[config.mk]
export PLATFORM = sky130hd
export DESIGN_NAME = irq_aggregator
export DESIGN_NICKNAME = d
export VERILOG_FILES = /design/src/rtl/irq_pkg.sv /design/src/rtl/irq_chg_det.sv /design/src/rtl/irq_gate.sv /design/src/rtl/irq_aggregator.sv
export SDC_FILE = /design/constraint.sdc
export NUM_CORES = 1
export LEC_CHECK = 0
export ABC_CLOCK_PERIOD_IN_PS = 1400
export BUFFER_PORTS_ARGS = -buffer_cell sky130_fd_sc_hd__buf_4
export CORE_ASPECT_RATIO = 0.6
export CORE_MARGIN = 2
export CORE_UTILIZATION = 55
export DETAILED_ROUTE_END_ITERATION = 8
export PLACE_DENSITY = 0.78
export SETUP_SLACK_MARGIN = 0.1
export SKIP_LAST_GASP = 1
export SYNTH_ARGS = -nofsm -noshare
export SYNTH_HDL_FRONTEND = slang
export SYNTH_SLANG_ARGS = --single-unit
export TNS_END_PERCENT = 10
[constraint.sdc]
create_clock -name clk -period 1.4 [get_ports clk]
set_input_delay 0.28 -clock clk [delete_from_list [all_inputs] [get_ports clk]]
set_output_delay 0.28 -clock clk [all_outputs]
set_load 0.01 [all_outputs]
[src/rtl/irq_pkg.sv]
package irq_pkg;
    localparam int DW     = 8;
    localparam int AW     = 3;
    localparam int NPA    = 6;
    localparam int NPB    = 4;
    localparam int B_BASE = 4;
    localparam int NPER   = 11;
    localparam int NHI    = NPER - DW;

    localparam logic [AW-1:0] RA_CTL  = 3'd0;
    localparam logic [AW-1:0] RA_PINA = 3'd1;
    localparam logic [AW-1:0] RA_PINB = 3'd2;
    localparam logic [AW-1:0] RA_PFL0 = 3'd3;
    localparam logic [AW-1:0] RA_PFL1 = 3'd4;
    localparam logic [AW-1:0] RA_PEN0 = 3'd5;
    localparam logic [AW-1:0] RA_PEN1 = 3'd6;

    localparam int CB_CF = 0;
    localparam int CB_TF = 2;
    localparam int CB_CE = 3;
    localparam int CB_TE = 5;
    localparam int CB_PE = 6;
    localparam int CB_GE = 7;

    typedef struct packed {
        logic            cf;
        logic            tf;
        logic            ce;
        logic            te;
        logic            pe;
        logic            ge;
        logic [NPA-1:0]  pin_en_a;
        logic [NPB-1:0]  pin_en_b;
        logic [NPER-1:0] pfl;
        logic [NPER-1:0] pen;
    } regs_t;
endpackage

[src/rtl/irq_chg_det.sv]
module irq_chg_det #(
    parameter int W        = 6,
    parameter int SYNC_LEN = 2
) (
    input  logic         clk,
    input  logic         rst_n,
    input  logic [W-1:0] pins,
    input  logic         rd,
    input  logic [W-1:0] en,
    output logic         hit
);
    localparam int LAST = SYNC_LEN - 1;

    typedef struct packed {
        logic [SYNC_LEN-1:0][W-1:0] sync;
        logic [W-1:0]               ref_v;
    } chg_t;

    chg_t st_d, st_q;
    logic [W-1:0] diff;

    always_comb begin
        st_d = st_q;
        st_d.sync[0] = pins;
        for (int s = 1; s < SYNC_LEN; s++) begin
            st_d.sync[s] = st_q.sync[s-1];
        end
        if (rd) begin
            st_d.ref_v = st_q.sync[LAST];
        end
    end

    generate
        for (genvar p = 0; p < W; p++) begin : g_pin
            assign diff[p] = en[p] & (st_q.sync[LAST][p] ^ st_q.ref_v[p]);
        end
    endgenerate

    assign hit = ~rd & (|diff);

    always_ff @(posedge clk or negedge rst_n) begin
        if (!rst_n) st_q <= '0;
        else        st_q <= st_d;
    end

    // a read leaves the reference equal to the value seen by the comparator
    assert_ref_reload_R4: assert property (@(posedge clk) disable iff (!rst_n)
        rd |=> (st_q.ref_v == $past(st_q.sync[LAST])));
endmodule

[src/rtl/irq_gate.sv]
module irq_gate
    import irq_pkg::*;
#(
    parameter logic [NPER-1:0] CLK_DEP_MASK = 11'h00E,
    parameter bit              TMR_CLK_DEP  = 1'b1
) (
    input  regs_t regs,
    input  logic  sleep,
    output logic  irq,
    output logic  wake
);
    logic [NPER-1:0] p_on, p_wake_mask;
    logic core_irq, core_wake, per_irq, per_wake;

    always_comb begin
        p_on        = regs.pfl & regs.pen;
        p_wake_mask = sleep ? ~CLK_DEP_MASK : '1;
        core_irq    = (regs.tf & regs.te) | (regs.cf & regs.ce);
        core_wake   = (regs.tf & regs.te & ~(sleep & TMR_CLK_DEP)) |
                      (regs.cf & regs.ce);
        per_irq     = regs.pe & (|p_on);
        per_wake    = regs.pe & (|(p_on & p_wake_mask));
        irq         = regs.ge & (core_irq | per_irq);
        wake        = core_wake | per_wake;
    end
endmodule

[src/rtl/irq_aggregator.sv]
module irq_aggregator
    import irq_pkg::*;
#(
    parameter int              SYNC_LEN     = 2,
    parameter logic [NPER-1:0] CLK_DEP_MASK = 11'h00E,
    parameter bit              TMR_CLK_DEP  = 1'b1
) (
    input  logic            clk,
    input  logic            rst_n,
    input  logic [NPA-1:0]  pin_a,
    input  logic [NPB-1:0]  pin_b,
    input  logic            port_rd,
    input  logic            tmr_wrap,
    input  logic [NPER-1:0] periph_evt,
    input  logic            sleep,
    input  logic            wr_en,
    input  logic [AW-1:0]   wr_addr,
    input  logic [DW-1:0]   wr_data,
    input  logic [AW-1:0]   rd_addr,
    output logic [DW-1:0]   rd_data,
    output logic            irq,
    output logic            wake
);
    regs_t regs_d, regs_q;
    logic  hit_a, hit_b;

    irq_chg_det #(.W(NPA), .SYNC_LEN(SYNC_LEN)) u_chg_a (
        .clk(clk), .rst_n(rst_n), .pins(pin_a), .rd(port_rd),
        .en(regs_q.pin_en_a), .hit(hit_a));

    irq_chg_det #(.W(NPB), .SYNC_LEN(SYNC_LEN)) u_chg_b (
        .clk(clk), .rst_n(rst_n), .pins(pin_b), .rd(port_rd),
        .en(regs_q.pin_en_b), .hit(hit_b));

    irq_gate #(.CLK_DEP_MASK(CLK_DEP_MASK), .TMR_CLK_DEP(TMR_CLK_DEP)) u_gate (
        .regs(regs_q), .sleep(sleep), .irq(irq), .wake(wake));

    always_comb begin
        regs_d = regs_q;
        if (wr_en) begin
            case (wr_addr)
                RA_CTL: begin
                    regs_d.cf = wr_data[CB_CF];
                    regs_d.tf = wr_data[CB_TF];
                    regs_d.ce = wr_data[CB_CE];
                    regs_d.te = wr_data[CB_TE];
                    regs_d.pe = wr_data[CB_PE];
                    regs_d.ge = wr_data[CB_GE];
                end
                RA_PINA: regs_d.pin_en_a            = wr_data[NPA-1:0];
                RA_PINB: regs_d.pin_en_b            = wr_data[B_BASE +: NPB];
                RA_PFL0: regs_d.pfl[DW-1:0]         = wr_data;
                RA_PFL1: regs_d.pfl[NPER-1:DW]      = wr_data[NHI-1:0];
                RA_PEN0: regs_d.pen[DW-1:0]         = wr_data;
                RA_PEN1: regs_d.pen[NPER-1:DW]      = wr_data[NHI-1:0];
                default: ;
            endcase
        end
        regs_d.tf  = regs_d.tf | tmr_wrap;
        regs_d.cf  = regs_d.cf | hit_a | hit_b;
        regs_d.pfl = regs_d.pfl | periph_evt;
    end

    always_comb begin
        rd_data = '0;
        case (rd_addr)
            RA_CTL: begin
                rd_data[CB_CF] = regs_q.cf;
                rd_data[CB_TF] = regs_q.tf;
                rd_data[CB_CE] = regs_q.ce;
                rd_data[CB_TE] = regs_q.te;
                rd_data[CB_PE] = regs_q.pe;
                rd_data[CB_GE] = regs_q.ge;
            end
            RA_PINA: rd_data[NPA-1:0]      = regs_q.pin_en_a;
            RA_PINB: rd_data[B_BASE +: NPB] = regs_q.pin_en_b;
            RA_PFL0: rd_data               = regs_q.pfl[DW-1:0];
            RA_PFL1: rd_data[NHI-1:0]      = regs_q.pfl[NPER-1:DW];
            RA_PEN0: rd_data               = regs_q.pen[DW-1:0];
            RA_PEN1: rd_data[NHI-1:0]      = regs_q.pen[NPER-1:DW];
            default: rd_data = '0;
        endcase
    end

    always_ff @(posedge clk or negedge rst_n) begin
        if (!rst_n) regs_q <= '0;
        else        regs_q <= regs_d;
    end

    assert_tmr_sets_R2: assert property (@(posedge clk) disable iff (!rst_n)
        tmr_wrap |=> regs_q.tf);

    assert_flag_sticky_R5: assert property (@(posedge clk) disable iff (!rst_n)
        (regs_q.tf && !(wr_en && wr_addr == RA_CTL)) |=> regs_q.tf);

    assert_read_no_set_R4: assert property (@(posedge clk) disable iff (!rst_n)
        (port_rd && !regs_q.cf && !(wr_en && wr_addr == RA_CTL)) |=> !regs_q.cf);

    assert_periph_sets_R6: assert property (@(posedge clk) disable iff (!rst_n)
        (|periph_evt) |=> (|regs_q.pfl));

    assert_global_gate_R7: assert property (@(posedge clk) disable iff (!rst_n)
        !regs_q.ge |-> !irq);

    assert_wake_covers_R8: assert property (@(posedge clk) disable iff (!rst_n)
        (irq && !sleep) |-> wake);
endmodule

# After elaboration in Yosys (flattened, before gate mapping)

Cells that the tools add are included.

Mux-type cells: 16
Add/sub/neg operators: 0
Divide/modulo/power cells: 0
Magnitude comparators: 0
Reductions and logical operators: 11
Eq/ne operators: 12
Shift operators: 0
Multiply operators: 0
Bitwise gates (word level): 40

Operator list:

| kind                 | number |
|---|---|
| $mux W38             | 1 |
| $and A11 B11 Y11     | 2 |
| $reduce_or A11 Y1    | 2 |
| $and A1 B1 Y1        | 18 |
| $eq A3 B3 Y1 const B | 6 |
| $mux W8              | 2 |
| $eq A3 B2 Y1 const B | 4 |
| $mux W6              | 2 |
| $pmux W1 S6          | 2 |
| $or A11 B11 Y11      | 1 |
| $pmux W1 S5          | 2 |
| $reduce_and A2 Y1    | 5 |
| $xor A1 B1 Y1        | 10 |
| $mux W4              | 2 |
| $pmux W1 S4          | 2 |
| $pmux W2 S4          | 1 |
| $or A1 B1 Y1         | 7 |
| $eq A3 B1 Y1 const B | 2 |
| $logic_not A3 Y1     | 2 |
| $mux W3              | 2 |
| $reduce_or A6 Y1     | 1 |
| $reduce_or A4 Y1     | 1 |
| $not A1 Y1           | 2 |

Bits in read-only memories: 0
Memories: 0
Register bits after elaboration: 68
Bits in writable memories: 0
Bits in latches: 0
Input port bits: 41
Output and inout bits: 10
Word-level logic and storage cells: 96

# Logic depth before layout (Yosys ltp)

Depth in word-level cells: 6
Gate-level depth with buffers: 6
Depth with buffers taken out: 4

# Modules after synthesis

A second synthesis with hierarchy kept.

Cells, all modules: 232
Area, all modules: 3024.2 um^2

By module, submodules not included:

| module                 | area each (um^2) | cells each | times used | sequential area each (um^2) |
|---|---|---|---|---|
| irq_aggregator         | 1915.6           | 159        | 1          | 950.9 |
| irq_chg_det at u_chg_a | 604.3            | 35         | 1          | 450.4 |
| irq_chg_det at u_chg_b | 400.4            | 23         | 1          | 300.3 |
| irq_gate               | 103.8            | 15         | 1          | 0.0 |

# Worst setup path before layout

OpenSTA, ideal clock, no wires.

Path kind: input-to-reg
From: input port wr_addr[1]
To: register regs_q[37]
Setup slack: -0.234 ns
Buffers on the path: 1
Stages: 4
Library setup time: 0.131 ns
Arrival time: 1.503 ns
Required time: 1.269 ns
Cell sequence: buf_6 nor4b_4 mux2_4 or3_1

RTL lines:

| what                 | RTL line             | source |
|---|---|---|
| start, declared      | irq_aggregator.sv:17 | `input logic [AW-1:0] wr_addr,` |
| end signal, assigned | irq_aggregator.sv:87 | `else regs_q <= regs_d;` |
| end, declared        | irq_aggregator.sv:24 | `regs_t regs_d, regs_q;` |

# Worst setup path in the final report

From: register regs_q[2]
To: output port wake

Cells in the longest elaborated chain, start to end: 5

RTL lines:

| what              | RTL line             | source |
|---|---|---|
| $and A11 B11 Y11  | irq_gate.sv:16       | `p_on = regs.pfl & regs.pen;` |
| $and A11 B11 Y11  | irq_gate.sv:22       | `per_wake = regs.pe & (\|(p_on & p_wake_mask));` |
| $reduce_or A11 Y1 | irq_gate.sv:22       |  |
| $and A1 B1 Y1     | irq_gate.sv:22       |  |
| $or A1 B1 Y1      | irq_gate.sv:24       | `wake = core_wake \| per_wake;` |
| end, declared     | irq_aggregator.sv:22 | `output logic wake` |

No other way between the ends.

==> impl_metrics.yaml <==
clock_tree:
  cts_tree: "done"
  cts_root_buf: "clkbuf_8"
  clk-insertion-delay-late_ps: 350
  htree_num_levels: 3
  clk_pin_slew_ps: 80
  cts_buffer_depth: 2
  clock_sinks: 68
  cts_buffers: 9
layout:
  nFillCells: 338
  final_nets: 368
  n_antenna_cell: 0
  drive_gt1_frac: 0.443
  syn_to_final_growth_pct: 31.9
  post-route-util: 0.766
critical_path:
  critPathMaxFanout: 2
  cp.arrival_ps: 1670
  crit_top_cell: "buf_4"
  slowest_stage: "dfrtp_1"
  crit_start: "regs_q[2]"
  cp_cell_sequence: "a222oi_1 -> buf_4 -> nor2_1 -> o21ai_1 -> o211ai_1 -> buf_4"
  crit_buf_inv: 2
  crit_type: "reg -> out"
  critPathMaxStageDelay_ps: 380
  critical_path.top_delay_family: "compound AO/OA/AOI/OAI gates"
  end_kind: "output port"
  worstPathRequired_ps: 1120
  start_kind: "flop"
  rr_startpoint: "u_chg_b.st_q[0]"
logic_synthesis:
  synth-async-reset-ratio: 1.00
  ys_warn_count: 0
  synth_enable_flop_cells: 0
  synth_area_um2: 2980
  synthFlopType: "dfrtp_1"
  ys_ff_latch: 68
  yosysSeqAreaShare: 0.571
  postSynthAreaPerCell_um2: 12.7
  syn-num-nets: 276
  synth.distinct_cells: 34
  synth_cells: 235
global_routing:
  grt_overflow: 0
  grt_usage: 0.259
  grt_max_degree: 35
  first_global_vias: 2191
  grt_pass1_wl_um: 11300
  antenna_found_initial: 0
timing:
  fmax_ghz: 0.512
  rsz0062_at_grt: "yes"
  setup_ws_ps: -553
  final.setup.tns_ps: -3770
  fin_skew_ps: 4.67
  worstMarginPinSlew_ps: 663
  min_period_ps: 1950
  slew_headroom: 0.556
  final.period_utilization: 1.40
  slew_violations: 0
  final-hold-violation-count: 0
  setup_viol: 10
drt:
  viasPerCell: 5.63
  wl_per_cell_um: 17.7
  via_count: 2240
  postRouteAntennaNets: 0
  drc: 0
  postRouteWirelength_um: 7060
  drt_iter0_markers: 224
  drt_pass1_iterations: 4
floorplanning:
  rows: 20
  die_h_um: 61.0
  io_pins: 51
  core_um2: 5130
  fp.dieW_um: 99.0
  start_util: 0.581
  die_area_um2: 6040
pwr:
  p_leak_nw: 1.78
  ir_worst_vdd_uv: 890
  cellPowerDensity_nw_per_um2: 1300
worst_hold_path:
  hold_start: "pin_a[4]"
  hold_class: "in -> reg"
flow_run:
  drv_cap: 0
status:
  outcome: "finished with violations"
  violations: "negative setup slack"
placed_design:
  io_buffer_count: 50
  dp_hpwl_um: 5290
  place.gp.congestion: 0.918
[worst reg2reg max path, stage by stage (launching register included)]
cell     delay [ps]
dfrtp_1         380
xor2_1          160
a22oi_1         210
a31oi_1         150
or3_1           350
[cells in the final DEF (no fill, tap or decap), drive strengths merged, types with 5 or more instances in the layout]
cell    synthesis  final
buf             5     88
clkbuf          3     11
nor2b           5      5
dfrtp          68     68
a21oi           5      5
a22oi           9      9
a31oi           6      6
inv             4      5
mux2           38     38
mux2i           7      7
nor2           10     10
o21ai           9      9
nand2          27     27
nand3b          8      8
xor2           10     10
[timing repair]
item | in CTS | in global routing
pin swaps | 1 | 0
setup buffers | 1 | 0
endpoints found under the hold margin | 15 | 0
hold buffers | 1 | 0
resized for setup | 2 | 0
endpoints found under the setup margin | 11 | 11
[metrics by stage]
stage	instances	instance area, µm²	hold WS (ps)	power, mW	setup slack (ps)
after global routing	398	3930	14.8	5.33	-641
after floorplan	235	2980	-15.6	2.83	-185
after global placement	380	3690	154	3.32	-161
final	398	3930	39.0	5.11	-553
after CTS	398	3930	26.8	5.12	-507
after detailed placement	380	3690	157	3.36	-193
[where the power goes]
group / total (mW) / switching (mW) / internal, mW
Combinational: 0.983 / 0.411 / 0.572
Clock: 1.76 / 0.743 / 1.01
Sequential: 2.37 / 0.172 / 2.19
[sequential cells by signal (all words and copies together) (netlist names)]
register      count
regs_q           38
u_chg_a.st_q     12
u_chg_b.st_q      8
u_chg_a.st_d      6
u_chg_b.st_d      4
[layout make-up]
class                           instances  area, µm²  area share
Tap cell                               66       82.6      0.0210
Timing Repair Buffer                   89        696       0.177
Multi-Input combinational cell        155       1220       0.310
Inverter                                4       15.0     0.00382
Clock inverter                          5       85.1      0.0217
Clock buffer                           11        131      0.0334
Sequential cell                        68       1700       0.433
[Yosys cell counts, drive strengths merged (2+ instances only)]
cell type,count,area [µm²]
inv,4,15.0
and4bb,2,25.0
clkbuf,3,11.3
o21ai,9,45.0
a31oi,6,37.5
nand3b,8,60.1
xor2,10,87.6
buf,5,33.8
a221oi,2,17.5
dfrtp,68,1700
a22oi,9,67.6
a21oi,5,25.0
nand2,27,104
nor2b,5,31.3
nor2,10,37.5
mux2,38,432
nand4b,2,17.5
mux2i,7,70.1
a211o,4,35.0
[worst paths after layout]
path	endpoint	slack [ps]	depth (start not counted)
max	wake	-550	6
min	u_chg_a.st_d[16]	40	1
max reg2reg	regs_q[37]	30	4
min reg2reg	u_chg_b.st_q[9]	350	0
max in group asynchronous	u_chg_b.st_q[8]	570	3
min in group asynchronous	regs_q[17]	330	2
[per-layer routing]
metal | part of all wire | track usage | routed length, µm | up-vias
met5 | 0 | 0 | 0 | -
met4 | 0.0078 | 0.0763 | 55 | 0
met3 | 0.10 | 0.0942 | 715 | 6
met2 | 0.42 | 0.371 | 3000 | 104
met1 | 0.47 | 0.377 | 3290 | 1102
li1 | - | - | - | 1028
[logic make-up after synthesis]
kind of cell	share of synthesized area
compound gates	0.0853
simple gates	0.118
mux	0.176
xor+xnor	0.0294
flops	0.571
buf+inv	0.0202
(Power assumes the default switching activity.)
